==> config.mk <==
export PLATFORM = sky130hd
export DESIGN_NAME = pcfg_bridge
export DESIGN_NICKNAME = d
export VERILOG_FILES = /design/src/rtl/pcfg_pkg.sv /design/src/rtl/pcfg_xlate.sv /design/src/rtl/pcfg_irq_swizzle.sv /design/src/rtl/pcfg_bridge.sv
export SDC_FILE = /design/constraint.sdc
export NUM_CORES = 1
export LEC_CHECK = 0
export BUFFER_PORTS_ARGS = -buffer_cell sky130_fd_sc_hd__buf_2
export CORE_ASPECT_RATIO = 1.25
export CORE_MARGIN = 3
export CORE_UTILIZATION = 43
export CTS_CLUSTER_SIZE = 28
export DETAILED_ROUTE_END_ITERATION = 16
export PLACE_DENSITY = 0.82
export SYNTH_ARGS = -nofsm -noshare
export SYNTH_HDL_FRONTEND = slang
export SYNTH_HIERARCHICAL = 1
export SYNTH_SLANG_ARGS = --single-unit
export TNS_END_PERCENT = 1
==> constraint.sdc <==
create_clock -name clk -period 3.5 [get_ports clk]
set_clock_uncertainty 0.1 [all_clocks]
set_input_delay 0 -clock clk [delete_from_list [all_inputs] [get_ports clk]]
set_output_delay 0 -clock clk [all_outputs]
set_load 0.03 [all_outputs]
==> src/rtl/pcfg_pkg.sv <==
package pcfg_pkg;

  localparam int CFG_W    = 32;
  localparam int SLOT_LSB = 11;
  localparam int LANES    = CFG_W / 8;

  typedef enum logic [1:0] {
    ST_IDLE = 2'd0,
    ST_WAIT = 2'd1,
    ST_DONE = 2'd2
  } pcfg_state_t;

  // Lane mask for an access of the given size at the given low address.
  function automatic logic [LANES-1:0] lane_mask(input logic [1:0] sz,
                                                 input logic [1:0] lo);
    logic [LANES-1:0] m;
    case (sz)
      2'b00:   m = 4'b0001 << lo;
      2'b01:   m = lo[1] ? 4'b1100 : 4'b0011;
      default: m = 4'b1111;
    endcase
    return m;
  endfunction

endpackage

==> src/rtl/pcfg_xlate.sv <==
module pcfg_xlate
  import pcfg_pkg::*;
(
  input  logic [CFG_W-1:0] ptr,
  input  logic [2:0]       acc_lo,
  output logic [CFG_W-1:0] cfg_addr,
  output logic             has_target
);

  logic       slot_found;
  logic [4:0] slot_num;

  // Scan from the top down so the lowest set bit is the last one kept.
  always_comb begin
    slot_found = 1'b0;
    slot_num   = '0;
    for (int i = CFG_W - 1; i >= SLOT_LSB; i--) begin
      if (ptr[i]) begin
        slot_found = 1'b1;
        slot_num   = 5'(i);
      end
    end
  end

  always_comb begin
    if (ptr[CFG_W-1]) begin
      cfg_addr   = ptr | {{(CFG_W-2){1'b0}}, acc_lo[1:0]};
      has_target = 1'b1;
    end else begin
      cfg_addr   = {16'h0000, slot_num, ptr[10:8], ptr[7:3], acc_lo};
      has_target = slot_found;
    end
  end

endmodule

==> src/rtl/pcfg_irq_swizzle.sv <==
module pcfg_irq_swizzle #(
  parameter int NUM_DEV   = 32,
  parameter int NUM_LINES = 4
) (
  input  logic                     clk,
  input  logic                     rst_n,
  input  logic [NUM_DEV*NUM_LINES-1:0] pins,
  output logic [NUM_LINES-1:0]     lines
);

  logic [NUM_LINES-1:0] merged;

  always_comb begin
    merged = '0;
    for (int d = 0; d < NUM_DEV; d++) begin
      for (int n = 0; n < NUM_LINES; n++) begin
        merged[(n + d) % NUM_LINES] = merged[(n + d) % NUM_LINES]
                                    | pins[d*NUM_LINES + n];
      end
    end
  end

  always_ff @(posedge clk) begin
    if (!rst_n) lines <= '0;
    else        lines <= merged;
  end

endmodule

==> src/rtl/pcfg_bridge.sv <==
module pcfg_bridge
  import pcfg_pkg::*;
#(
  parameter int NUM_DEV = 32,
  parameter int WIN_AW  = 12
) (
  input  logic                   clk,
  input  logic                   rst_n,
  input  logic                   cpu_valid,
  output logic                   cpu_ready,
  input  logic                   cpu_sel_data,
  input  logic                   cpu_write,
  input  logic [WIN_AW-1:0]      cpu_addr,
  input  logic [1:0]             cpu_size,
  input  logic [31:0]            cpu_wdata,
  output logic [31:0]            cpu_rdata,
  output logic                   dev_req_valid,
  output logic                   dev_req_write,
  output logic [31:0]            dev_req_addr,
  output logic [3:0]             dev_req_be,
  output logic [31:0]            dev_req_wdata,
  input  logic                   dev_rsp_valid,
  input  logic [31:0]            dev_rsp_rdata,
  input  logic [NUM_DEV*4-1:0]   dev_int_pins,
  output logic [3:0]             int_out
);

  localparam int NUM_LINES = 4;

  pcfg_state_t      state;
  logic [CFG_W-1:0] ptr_q;
  logic [CFG_W-1:0] xl_addr;
  logic             xl_hit;
  logic             ptr_sel;
  logic [LANES-1:0] acc_be;

  assign ptr_sel   = (cpu_addr[WIN_AW-1:2] == '0);
  assign acc_be    = lane_mask(cpu_size, cpu_addr[1:0]);
  assign cpu_ready = (state == ST_DONE);

  pcfg_xlate u_xlate (
    .ptr        (ptr_q),
    .acc_lo     (cpu_addr[2:0]),
    .cfg_addr   (xl_addr),
    .has_target (xl_hit)
  );

  pcfg_irq_swizzle #(
    .NUM_DEV   (NUM_DEV),
    .NUM_LINES (NUM_LINES)
  ) u_irq (
    .clk   (clk),
    .rst_n (rst_n),
    .pins  (dev_int_pins),
    .lines (int_out)
  );

  always_ff @(posedge clk) begin
    if (!rst_n) begin
      state         <= ST_IDLE;
      ptr_q         <= '0;
      cpu_rdata     <= '0;
      dev_req_valid <= 1'b0;
      dev_req_write <= 1'b0;
      dev_req_addr  <= '0;
      dev_req_be    <= '0;
      dev_req_wdata <= '0;
    end else begin
      dev_req_valid <= 1'b0;
      case (state)
        ST_IDLE: begin
          if (cpu_valid) begin
            if (!cpu_sel_data) begin
              // Index window: one pointer word at offset zero.
              if (cpu_write) begin
                if (ptr_sel) begin
                  for (int b = 0; b < LANES; b++) begin
                    if (acc_be[b]) ptr_q[8*b +: 8] <= cpu_wdata[8*b +: 8];
                  end
                end
              end else begin
                cpu_rdata <= ptr_sel ? ptr_q : '0;
              end
              state <= ST_DONE;
            end else if (!xl_hit) begin
              // No slot selected: answer locally.
              if (!cpu_write) cpu_rdata <= '1;
              state <= ST_DONE;
            end else begin
              dev_req_valid <= 1'b1;
              dev_req_write <= cpu_write;
              dev_req_addr  <= xl_addr;
              dev_req_be    <= acc_be;
              dev_req_wdata <= cpu_wdata;
              state         <= ST_WAIT;
            end
          end
        end
        ST_WAIT: begin
          if (dev_rsp_valid) begin
            if (!dev_req_write) cpu_rdata <= dev_rsp_rdata;
            state <= ST_DONE;
          end
        end
        default: state <= ST_IDLE;
      endcase
    end
  end

endmodule

==> results.json <==
{
  "crit_fanout": 32,
  "area_delta_synth_final_pct": 45.6,
  "fp-row-count": 49,
  "htreeDepth": 4,
  "gp_congestion": 0.998,
  "drv_slew": 0,
  "maxCapViolations": 0,
  "io_buffers": 318,
  "firstDrtPassIters": 5,
  "final_antenna_net_count": 0,
  "cts_buffer_depth": 2,
  "layout_setup_ws_ns": 0.454,
  "grt_max_degree": 109,
  "place_hpwl_um": 18000,
  "seq_area_frac_synth_pct": 42.5,
  "grt_setup_unrepaired": "false",
  "status": "completed",
  "wirelength_um": 24900,
  "setup.worst_path.start_class": "register",
  "drive_above_1_share_pct": 33.2,
  "crit_type": "reg -> reg",
  "fmax_mhz": 328,
  "start_util_pct": 44.8,
  "drt_iter0_drc": 485,
  "cts-root-buf": "clkbuf_16",
  "core_area_um2": 14700,
  "grt_pass1_vias": 7178,
  "synth_nets": 964,
  "setup_viol": 0,
  "n_fill_cell": 1212,
  "die_width_um": 117,
  "postSynth.asyncResetShare_pct": 0,
  "synth_cells": 752,
  "clock_latency_ns": 0.42,
  "p_per_area_nw_per_um2": 409,
  "viasPerCell": 5.52,
  "synth_ff_type": "dfxtp_1",
  "cp.required_ns": 3.70,
  "syn_area_um2": 6590,
  "worst_pin_slew_ns": 1.21,
  "cts-buffers-inserted": 17,
  "yosysWarnings": 6,
  "synth_edf_count": 0,
  "hold_class": "in -> reg",
  "cts.clk_slew.worst_paths_ns": 0.06,
  "vias": 7253,
  "dp_worst_setup_slack_ns": 0.544,
  "grt_use_total_pct": 28.9,
  "ys_ff_latch": 140,
  "endpoint_kind": "register",
  "nNetsFinal": 1332,
  "tritoncts": "done",
  "relSlewSlack_pct": 19.7,
  "post-route-period-util_pct": 87.0,
  "p_leak_nw": 4.27,
  "grt_overflow_total": 0,
  "cts_sinks": 140,
  "finalHoldViolCount": 0,
  "die_y_um": 144,
  "setup-tns-final_ns": 0,
  "io_pins": 319,
  "syn_avg_cell_area_um2": 8.76,
  "ys_types": 47,
  "cp.arrival_ns": 3.25,
  "min_period_ns": 3.05,
  "cts_resized": 0,
  "grt_pass1_wl_um": 37200,
  "antenna_found_initial": 5,
  "drc": 0,
  "dieArea_um2": 16900,
  "post_drt_wl_per_cell_um": 18.9,
  "ir_drop_mv": 0.327,
  "final_util_pct": 65.2
}
[registers in the layout, summed over array words and instances (netlist names)]
name,cells
dev_req_be,4
u_irq/lines,4
dev_req_wdata,32
dev_req_write,1
state,2
ptr_q,32
dev_req_valid,1
dev_req_addr,32
cpu_rdata,32
[layout by cell type, fill, tap and decap left out, drive strengths merged, types with 4 or more instances in the layout]
master / n
and2: 18
buf: 330
dlygate4sd3: 87
clkbuf: 24
o21ai: 37
nand2b: 22
nand4: 41
nor2b: 4
or2b: 14
nand2: 138
inv: 7
nor4: 36
o21a: 4
dfxtp: 140
or4: 5
a32o: 32
diode: 6
nor3: 6
nor2: 8
a21o: 38
a21boi: 98
a21oi: 13
o211a: 4
[power breakdown]
part / total, mW / internal [mW] / switching, mW
logic: 0.415 / 0.216 / 0.199
clock network: 1.88 / 1.22 / 0.660
registers: 1.63 / 1.62 / 0.0119
[per-layer routing]
layer | GRT usage [%] | vias to the layer above | routed length, um
met5 | 0 | - | 0
met4 | 16.2 | 0 | 1080
met3 | 7.24 | 69 | 1610
met2 | 48.5 | 341 | 12500
met1 | 33.3 | 3394 | 9690
li1 | - | 3449 | -
[repair_timing]
item,CTS,global route
setup buffers,0,0
hold buffers,87,0
hold endpoints to repair,106,0
[kinds of logic (layout without fill, tap and decap cells)]
kind of cell	after synthesis	count (layout)	share of synthesized area (%)
compound gates	233	233	26.2
buf+inv	75	454	6.65
flops	140	140	42.5
mux	1	1	0.171
other cells	0	6	0
simple gates	303	303	24.5
[cell usage after synthesis (7+ instances only)]
library cell,instances,area [um2]
dfxtp_1,140,2800
nand2_1,138,518
a21boi_1,82,616
nand4_1,41,257
a21o_1,38,285
o21ai_0,36,180
a32o_1,32,320
nor4_1,30,188
nand2b_1,22,138
buf_4,21,158
clkbuf_1,21,78.8
and2_1,17,106
a21boi_0,16,120
or2b_1,14,105
a21oi_1,13,65.1
buf_2,12,60.1
buf_6,8,90.1
nor2_1,8,30.0
inv_1,7,26.3
[final timing paths]
path                                   startpoint                 to  slack [ns]  depth (start not counted)
worst min-delay path                  cpu_size[1]      dev_req_be[2]        0.07                          4
worst max register to register          ptr_q[27]      cpu_rdata[16]        0.45                          8
worst min register to register  dev_req_wdata[27]  dev_req_wdata[27]        0.35                          2
worst max-delay path                    ptr_q[27]      cpu_rdata[16]        0.45                          8
[critical path: stages, from the launching register on]
cell and delay (ns):
dfxtp_1 0.34, or4_4 0.55, or4_4 0.45, nor2_1 0.11, nand2_1 0.12, a21oi_1 0.18, a32oi_1 0.09, and2_1 0.58
a32o_1 0.42
[final cells by class]
cell class	count	area [um2]	share of cell area [%]
antenna	6	15.0	0.156
clock buffer	24	512	5.33
clock inverter	6	108	1.12
inverter	7	26.3	0.274
multi-input combinational	537	3360	35.0
sequential	140	2800	29.2
tap	178	223	2.32
timing repair buffer	417	2550	26.6
[through the flow]
| stage | total power, mW | hold slack (ns) | instance area [um2] | cells |
|---|---|---|---|---|
| floorplan | 1.81 | 0.0175 | 6590 | 752 |
| global route | 4.06 | 0.103 | 9590 | 1314 |
| CTS | 3.94 | 0.0457 | 9580 | 1309 |
| finish | 3.93 | 0.0674 | 9590 | 1315 |
| global placement | 1.99 | 0.164 | 8090 | 1192 |
| detailed placement | 2.00 | 0.166 | 8090 | 1192 |
Note: power is estimated with default switching activity, not from simulation.
